<file path="config.mk">
export PLATFORM = sky130hd
export DESIGN_NAME = i2c_bit_timer
export DESIGN_NICKNAME = d
export VERILOG_FILES = /design/src/rtl/i2c_bt_pkg.sv /design/src/rtl/i2c_bt_calc.sv /design/src/rtl/i2c_bt_sync.sv /design/src/rtl/i2c_bt_fsm.sv /design/src/rtl/i2c_bit_timer.sv
export SDC_FILE = /design/constraint.sdc
export NUM_CORES = 1
export LEC_CHECK = 0
export BUFFER_PORTS_ARGS = -buffer_cell sky130_fd_sc_hd__buf_2
export CORE_MARGIN = 2
export CORE_UTILIZATION = 40
export DETAILED_ROUTE_END_ITERATION = 6
export GPL_TIMING_DRIVEN = 1
export SLEW_MARGIN = 40
export SYNTH_ARGS = -nofsm -noshare
export SYNTH_HDL_FRONTEND = slang
export SYNTH_SLANG_ARGS = --single-unit
</file>
<file path="constraint.sdc">
create_clock -name clk -period 3.06 [get_ports clk]
set_input_delay 0.765 -clock clk [delete_from_list [all_inputs] [get_ports clk]]
set_output_delay 0.765 -clock clk [all_outputs]
set_load 0.05 [all_outputs]
</file>
<file path="src/rtl/i2c_bt_pkg.sv">
package i2c_bt_pkg;

   // Width of every timing count; the largest count (code 0xBF) is 436.
   localparam int BT_TW = 10;

   typedef struct packed {
      logic [BT_TW-1:0] half;       // SCL half period
      logic [BT_TW-1:0] sda_hold;   // SDA update point inside the low phase
      logic [BT_TW-1:0] start_hold; // SDA fall to SCL fall in START
      logic [BT_TW-1:0] stop_hold;  // sampled SCL high to SDA release in STOP
   } bt_timing_t;

   typedef enum logic [2:0] {
      BT_IDLE  = 3'd0,
      BT_START = 3'd1,
      BT_HELD  = 3'd2,
      BT_LOW   = 3'd3,
      BT_HIGH  = 3'd4
   } bt_state_t;

   function automatic int bt_mul(input logic [1:0] sel);
      case (sel)
         2'd0:    return 1;
         2'd1:    return 2;
         default: return 4;
      endcase
   endfunction

   function automatic bt_timing_t bt_decode(input logic [7:0] code);
      bt_timing_t r;
      int mul, grp, tap, scl2tap, tap2tap, scl2start, scl2stop, scl_tap, sda_tap;
      mul       = bt_mul(code[7:6]);
      grp       = int'(code[5:3]);
      tap       = int'(code[2:0]);
      scl2tap   = 4 + 2 * grp;
      tap2tap   = 1 + grp;
      scl2start = 6 + 2 * grp;
      scl2stop  = 7 + 2 * grp;
      scl_tap   = 5 + tap;
      sda_tap   = 1 + tap / 2;
      r.half       = BT_TW'(mul * (scl2tap + (scl_tap - 1) * tap2tap + 2));
      r.sda_hold   = BT_TW'(mul * (scl2tap + (sda_tap - 1) * tap2tap + 3));
      r.start_hold = BT_TW'(mul * (scl2start + (scl_tap - 1) * tap2tap));
      r.stop_hold  = BT_TW'(mul * (scl2stop + (scl_tap - 1) * tap2tap));
      return r;
   endfunction

endpackage

</file>
<file path="src/rtl/i2c_bt_calc.sv">
module i2c_bt_calc
   import i2c_bt_pkg::*;
#(
   parameter int CODE_W  = 8,
   parameter bit REG_OUT = 1'b1
) (
   input  logic              clk,
   input  logic              rst_n,
   input  logic [CODE_W-1:0] code,
   output bt_timing_t        tm
);

   if (CODE_W != 8) begin : g_bad_code_w
      $error("i2c_bt_calc: CODE_W must be 8");
   end
   if (BT_TW < 9) begin : g_bad_tw
      $error("i2c_bt_calc: BT_TW too narrow for the largest count");
   end

   bt_timing_t tm_c;
   assign tm_c = bt_decode(code);

   if (REG_OUT) begin : g_reg
      always_ff @(posedge clk or negedge rst_n) begin
         if (!rst_n) tm <= bt_decode('0);
         else        tm <= tm_c;
      end
   end else begin : g_comb
      assign tm = tm_c;
   end

endmodule

</file>
<file path="src/rtl/i2c_bt_sync.sv">
module i2c_bt_sync #(
   parameter int STAGES = 2,
   parameter int WIDTH  = 2
) (
   input  logic             clk,
   input  logic             rst_n,
   input  logic [WIDTH-1:0] d,
   output logic [WIDTH-1:0] q
);

   if (STAGES < 2) begin : g_bad_stages
      $error("i2c_bt_sync: STAGES must be at least 2");
   end

   logic [WIDTH-1:0] stg [STAGES];

   for (genvar s = 0; s < STAGES; s++) begin : g_stage
      if (s == 0) begin : g_first
         always_ff @(posedge clk or negedge rst_n) begin
            if (!rst_n) stg[s] <= '1;
            else        stg[s] <= d;
         end
      end else begin : g_next
         always_ff @(posedge clk or negedge rst_n) begin
            if (!rst_n) stg[s] <= '1;
            else        stg[s] <= stg[s-1];
         end
      end
   end

   assign q = stg[STAGES-1];

endmodule

</file>
<file path="src/rtl/i2c_bt_fsm.sv">
module i2c_bt_fsm
   import i2c_bt_pkg::*;
(
   input  logic       clk,
   input  logic       rst_n,
   input  bt_timing_t tm,
   input  logic       cmd_start,
   input  logic       cmd_bit,
   input  logic       cmd_stop,
   input  logic       cmd_data,
   input  logic       scl_s,
   input  logic       sda_s,
   output logic       scl_oe,
   output logic       sda_oe,
   output logic       done,
   output logic       rx_bit,
   output bt_state_t  state
);

   logic [BT_TW-1:0] cnt;
   logic [BT_TW-1:0] cnt_nx;
   logic             is_stop;
   logic             data_q;
   logic             line_ok;

   assign cnt_nx  = cnt + 1'b1;
   // the sampled SCL level must match what is being driven before time advances
   assign line_ok = (scl_s == ~scl_oe);

   always_ff @(posedge clk or negedge rst_n) begin
      if (!rst_n) begin
         state   <= BT_IDLE;
         cnt     <= '0;
         scl_oe  <= 1'b0;
         sda_oe  <= 1'b0;
         done    <= 1'b0;
         rx_bit  <= 1'b0;
         is_stop <= 1'b0;
         data_q  <= 1'b0;
      end else begin
         done <= 1'b0;
         case (state)
            BT_IDLE: begin
               if (cmd_start) begin
                  sda_oe <= 1'b1;
                  cnt    <= '0;
                  state  <= BT_START;
               end
            end
            BT_START: begin
               if (cnt_nx == tm.start_hold) begin
                  scl_oe <= 1'b1;
                  done   <= 1'b1;
                  cnt    <= '0;
                  state  <= BT_HELD;
               end else begin
                  cnt <= cnt_nx;
               end
            end
            BT_HELD: begin
               if (cmd_stop || cmd_bit) begin
                  is_stop <= cmd_stop;
                  data_q  <= cmd_data;
                  cnt     <= '0;
                  state   <= BT_LOW;
               end
            end
            BT_LOW: begin
               if (line_ok) begin
                  cnt <= cnt_nx;
                  if (cnt_nx == tm.sda_hold) sda_oe <= is_stop | ~data_q;
                  if (cnt_nx == tm.half) begin
                     scl_oe <= 1'b0;
                     cnt    <= '0;
                     state  <= BT_HIGH;
                  end
               end
            end
            BT_HIGH: begin
               if (line_ok) begin
                  cnt <= cnt_nx;
                  if (is_stop && cnt_nx == tm.stop_hold) begin
                     sda_oe <= 1'b0;
                     done   <= 1'b1;
                     cnt    <= '0;
                     state  <= BT_IDLE;
                  end else if (!is_stop && cnt_nx == tm.half) begin
                     scl_oe <= 1'b1;
                     rx_bit <= sda_s;
                     done   <= 1'b1;
                     cnt    <= '0;
                     state  <= BT_HELD;
                  end
               end
            end
            default: state <= BT_IDLE;
         endcase
      end
   end

endmodule

</file>
<file path="src/rtl/i2c_bit_timer.sv">
module i2c_bit_timer
   import i2c_bt_pkg::*;
#(
   parameter int CODE_W      = 8,
   parameter int SYNC_STAGES = 2,
   parameter bit REG_TIMING  = 1'b1
) (
   input  logic              clk,
   input  logic              rst_n,
   input  logic [CODE_W-1:0] div_code,
   input  logic              cmd_start,
   input  logic              cmd_bit,
   input  logic              cmd_stop,
   input  logic              cmd_data,
   input  logic              scl_in,
   input  logic              sda_in,
   output logic              scl_drive_low,
   output logic              sda_drive_low,
   output logic              done,
   output logic              rx_bit
);

   localparam int LINES = 2;

   if (SYNC_STAGES < 2 || SYNC_STAGES > 4) begin : g_bad_sync
      $error("i2c_bit_timer: SYNC_STAGES must be 2 to 4");
   end

   bt_timing_t       timing;
   bt_state_t        fsm_state;
   logic [LINES-1:0] pad_raw;
   logic [LINES-1:0] pad_sync;
   logic             scl_sync;
   logic             sda_sync;

   i2c_bt_calc #(
      .CODE_W  (CODE_W),
      .REG_OUT (REG_TIMING)
   ) u_calc (
      .clk   (clk),
      .rst_n (rst_n),
      .code  (div_code),
      .tm    (timing)
   );

   assign pad_raw = {sda_in, scl_in};

   i2c_bt_sync #(
      .STAGES (SYNC_STAGES),
      .WIDTH  (LINES)
   ) u_sync (
      .clk   (clk),
      .rst_n (rst_n),
      .d     (pad_raw),
      .q     (pad_sync)
   );

   assign scl_sync = pad_sync[0];
   assign sda_sync = pad_sync[1];

   i2c_bt_fsm u_fsm (
      .clk       (clk),
      .rst_n     (rst_n),
      .tm        (timing),
      .cmd_start (cmd_start),
      .cmd_bit   (cmd_bit),
      .cmd_stop  (cmd_stop),
      .cmd_data  (cmd_data),
      .scl_s     (scl_sync),
      .sda_s     (sda_sync),
      .scl_oe    (scl_drive_low),
      .sda_oe    (sda_drive_low),
      .done      (done),
      .rx_bit    (rx_bit),
      .state     (fsm_state)
   );

endmodule

</file>
# Word-level counts from Yosys, hierarchy flattened
# Index checks and enable logic that the tools add are counted.
op_classes:
  mul: 6
  n_addsub: 15
  muxes: 37
  n_reduce_logical: 15
  bitwise_logic: 4
  eq_ne: 21
ops:
  columns: ["op", "count"]
  rows:
  - ["adder 32 bit", 4]
  - ["multiplier 4 x 32 -> 10 bit", 4]
  - ["2-to-1 mux 10 bit", 8]
  - ["adder 32 x 3 -> 32 bit (second input constant)", 2]
  - ["multiplier 32 x 32 -> 32 bit", 2]
  - ["subtractor 32 x 2 -> 32 bit (second input constant)", 2]
  - ["one-hot mux 10 bit (5 select lines)", 1]
  - ["== test 10 bit", 4]
  - ["2-to-1 mux 3 bit", 8]
  - ["inequality test 2 x 1 -> 1 bit (second input constant)", 8]
  - ["adder 3 x 4 -> 5 bit (first input constant)", 3]
  - ["2-to-1 mux 1 bit", 15]
  - ["one-hot mux 3 bit (5 select lines)", 1]
  - ["AND reduction 7 bit", 2]
  - ["adder 10 x 1 -> 10 bit (second input constant)", 1]
  - ["== test 3 x 2 -> 1 bit (second input constant)", 2]
  - ["one-hot mux 1 bit (3 select lines)", 2]
  - ["one-hot mux 3 bit (2 select lines)", 1]
  - ["AND reduction 6 bit", 1]
  - ["nonzero test 3 bit", 2]
  - ["AND reduction 5 bit", 1]
  - ["nonzero test 5 bit", 1]
  - ["adder 1 x 3 -> 4 bit (first input constant)", 1]
  - ["adder 3 x 3 -> 4 bit (first input constant)", 1]
  - ["17 further kinds", 21]
word_totals:
  reg_bits: 63
  word_cells: 112
  out_inout_bits: 4
  inputBits: 16

# Depth between registers and ports, before layout
logic_depth:
  word_depth: 7
  mapped_depth: 30
  mapped_depth_nobuf: 28

# By module
# From an unflattened synthesis, not the netlist that was laid out.
hier_totals:
  cells_unflattened: 898
  hier_area_um2: 7956.4
by_module_without_submodules:
  columns: ["mod", "cells_per_inst", "instances", "area_per_inst_um2", "seq_area_each_um2"]
  rows:
  - ["i2c_bt_calc", 597, 1, 5397.7, 988.4]
  - ["i2c_bt_fsm", 295, 1, 2438.6, 475.5]
  - ["i2c_bt_sync", 6, 1, 120.1, 105.1]

# Worst setup path before layout
# Ideal clock, no wire load.
synth_timing:
  kind: "input to register"
  from: "input div_code[2]"
  to: "register, netlist name u_calc.tm[19]"
  setup_ps: 80
  t_arrival_ps: 7032
  setup_slack_ps: -4052
  cell_stages: 24
  path_buffers: 2
  cell_sequence: "clkbuf_1 > inv_1 > ha_1 > a21oi_1 > ha_1 > nor2_1 > ha_1 > fa_1 > fa_1 > ha_1 > clkbuf_1 > and3_1 > o21a_1 > nor4b_1 > nand2_1 > xnor2_1 > and2_1 > ha_1 > fa_1 > ha_1 > o41ai_1 > xnor2_1 > xnor2_1 > xnor2_1"
synth_lines:
  columns: ["element", "line", "source"]
  rows:
  - ["start: declaration", "i2c_bit_timer.sv:10", "input logic [CODE_W-1:0] div_code,"]

==> flow_summary.json <==
{
  "outcome": "finished, violations left",
  "violations": "setup timing",
  "drt_first_pass_iters": 5,
  "p_seq_frac": 0.126,
  "r2r-end": "u_fsm.cnt[4]",
  "floorplan.initialDensity": 0.404,
  "nNetsFinal": 1486,
  "min_path_type": "flip-flop to flip-flop",
  "final_cell_mix": "237 x buf_4, 112 x inv_1, 68 x nor2_1, 61 x ha_4, 55 x ha_1",
  "wirelength_mm": 24.2,
  "syn-instance-count": 1000,
  "h-tree-depth": 3,
  "antenna_cells": 0,
  "synth_top_area_share": 0.171,
  "holdPathStages": 0,
  "leakage_nw": 6.39,
  "cp.required_ps": 3280,
  "maxCapViolations": 0,
  "synth-main-ff-cell": "dfrtp_1",
  "grt_use_total": 0.211,
  "async_reset_ff_frac": 1.00,
  "cp_slowest_cell": "fa_1",
  "gp_congestion": 0.902,
  "cpPeakStageDelay_ps": 540,
  "max_clock_freq_mhz": 162,
  "synth_edf_count": 0,
  "final_cell_count_no_fill": 1577,
  "grt_antenna_before_repair": 0,
  "syn_area_per_cell_um2": 8.73,
  "final_common_cell": "buf_4",
  "max_slew_margin": 0.614,
  "cts-root-buf": "clkbuf_16",
  "num_rows": 54,
  "wl_per_cell_um": 15.4,
  "cts-buffers-inserted": 9,
  "place_hpwl_mm": 18.7,
  "drive_gt1_frac": 0.461,
  "cts_sinks": 61,
  "synth_cell_types": 72,
  "cp-end-kind": "flip-flop",
  "fillers": 1763,
  "final-seq-area_um2": 1550,
  "post-route-drc-count": 0,
  "crit_path_frequent_cell": "ha_4",
  "p_int_mw": 6.52,
  "ys_warn_count": 0,
  "post-route-period-util": 2.02,
  "dp_cells": 1521,
  "drt_iter0_markers": 235,
  "final_hold_viol_count": 0,
  "fp.dieH_um": 152,
  "grt_max_degree": 62,
  "yosysTopAreaCell": "ha_1",
  "via_per_inst": 4.94,
  "criticalPathCategory": "input pin to flip-flop",
  "dr_total_vias": 7791,
  "p_comb_frac": 0.781,
  "ir_drop_v": 0.000333,
  "area_growth_pct": 55.5,
  "multi_input_area_um2": 8310,
  "grt_pass1_vias": 8092,
  "ios": 20,
  "cts_buffer_depth": 2,
  "arrival_ps": 6400,
  "netlist_top_cells_area": "ha_1 17%, dfrtp_1 14%, fa_1 14%, xnor2_1 7.6%, inv_1 6.5%",
  "fin_crit_ps": 6180,
  "r2r_start": "u_fsm.cnt[0]",
  "clkLatencyLatePin_ps": 340,
  "reg2regPathDepth": 10,
  "tightest_slew_ps": 578,
  "clockPowerShare": 0.093,
  "drv_slew": 0,
  "coreArea_um2": 21600,
  "cellPowerDensity_nw_per_um2": 825,
  "hold_slack_ps": 356,
  "critPathCapture": "u_calc.tm[39]",
  "cts_tree": "yes",
  "r2r_setup_slack_ps": -40,
  "start_kind": "input pin",
  "yosysSeqAreaShare": 0.177,
  "netlist_area_um2": 8730,
  "crit_start": "div_code[0]",
  "clkTransAtPathRegs_ps": 50,
  "postLayoutSetupSlackWorst_ps": -3120,
  "ys_ff_latch": 61,
  "final-setup-viol-count": 39,
  "clock_skew_ps": 12.4,
  "path_max_fanout": 4,
  "sw_frac_of_total": 0.418,
  "ant_nets": 0,
  "die_x_um": 152,
  "grt_overflow": 0,
  "p_switching_mw": 4.67,
  "grt_pass1_wl_mm": 38.7,
  "dieArea_um2": 23000,
  "port_buffers": 19,
  "rsz0062_at_grt": "yes"
}
-- cell families (layout without fill, tap and decap cells) --
family,after synthesis,count (layout),synth area share
buffers and inverters,183,473,0.0807
flip-flops,61,61,0.177
other,2,9,0.000861
adder cells (fa/ha/maj),179,179,0.307
XOR/XNOR,114,114,0.124
AO/OA/AOI/OAI,160,160,0.127
AND/OR/NAND/NOR,294,294,0.175
multiplexers,7,7,0.00860
-- sequential cells by signal (all words and copies together), names as in the netlist --
name and count:
u_sync.q 2, u_fsm.sda_oe 1, u_fsm.done 1, u_fsm.cnt 10, u_fsm.rx_bit 1, u_fsm.state 3
u_fsm.data_q 1, u_sync.stg 2, u_fsm.is_stop 1, u_fsm.scl_oe 1, u_calc.tm 38
-- area by class of cell --
type,instances,area share
Timing Repair Buffer,305,0.182
Inverter,152,0.0437
Sequential cell,61,0.114
Tap cell,280,0.0258
Multi-Input combinational cell,763,0.612
Clock inverter,7,0.00553
Clock buffer,9,0.0166
-- per-stage QoR --
stage / worst slack (ps) / power [mW] / utilization / setup TNS, ps / instance area (um^2)
5_1_grt: -3300 / 12.1 / 0.628 / -72010 / 13600
2_1_floorplan: -3270 / 5.72 / - / -64140 / 9520
4_1_cts: -3070 / 10.3 / 0.595 / -66070 / 12900
3_5_place_dp: -3650 / 8.17 / 0.538 / -84730 / 11600
6_report: -3120 / 11.2 / 0.628 / -66930 / 13600
3_3_place_gp: -3490 / 8.03 / 0.538 / -82790 / 11600
-- power groups by stage --
stage | Clock, mW | Sequential (mW) | Combinational [mW]
finish | 1.04 | 1.41 | 8.74
global route | 1.09 | 1.43 | 9.57
CTS | 1.05 | 1.40 | 7.88
detailed placement | 0 | 1.41 | 6.76
global placement | 0 | 1.40 | 6.63
floorplan | 0 | 1.30 | 4.42
-- per-layer routing --
layer / global-route usage / vias up / share of wire
met5: 0 / - / 0
met4: 0.0546 / 0 / 0.021
met3: 0.0189 / 35 / 0.018
met2: 0.397 / 94 / 0.54
met1: 0.257 / 3759 / 0.42
li1: - / 3903 / -
-- critical path, delay by kind of cell --
| family | cells | cell delay [ps] |
|---|---|---|
| AND/OR/NAND/NOR | 6 | 620 |
| buffers and inverters | 5 | 290 |
| XOR/XNOR | 6 | 960 |
| adder cells (fa/ha/maj) | 9 | 3080 |
| AO/OA/AOI/OAI | 3 | 670 |
-- how the worst min path moves through the flow --
stage / start / endpoint / slack, ps
6_report: u_sync.stg[2] / u_sync.q[0] / 360
5_1_grt: u_sync.stg[3] / u_sync.q[1] / 360
4_1_cts: u_sync.stg[2] / u_sync.q[0] / 360
3_5_place_dp: u_sync.stg[2] / u_sync.q[0] / 350
3_3_place_gp: u_sync.stg[3] / u_sync.q[1] / 350
2_1_floorplan: u_sync.stg[2] / u_sync.q[0] / 350
-- repair_timing --
item,4_1_cts,5_1_grt
endpoints found under the setup margin,46,49
buffers inserted,26,23
pin swaps,121,79
resized for setup,146,110
hold buffers,0,0
-- synth_stat cells, drive strengths merged (5+ instances only) --
| library cell | count |
|---|---|
| nor3b | 5 |
| o21ai | 24 |
| fa | 59 |
| o21a | 5 |
| inv | 152 |
| o22ai | 6 |
| xnor3 | 6 |
| clkbuf | 23 |
| o21bai | 8 |
| xnor2 | 76 |
| a21oi | 36 |
| o211ai | 6 |
| ha | 119 |
| buf | 8 |
| nor3 | 19 |
| nand2b | 11 |
| nor4 | 6 |
| nand3 | 14 |
| a21o | 20 |
| nor2 | 82 |
| dfrtp | 48 |
| nand2 | 50 |
| nand4 | 8 |
| xor2 | 32 |
| dfstp | 13 |
| and2 | 53 |
| o32ai | 5 |
| and3 | 9 |
| nor2b | 18 |
| a31oi | 7 |
Power figures use the tool's default switching activity.
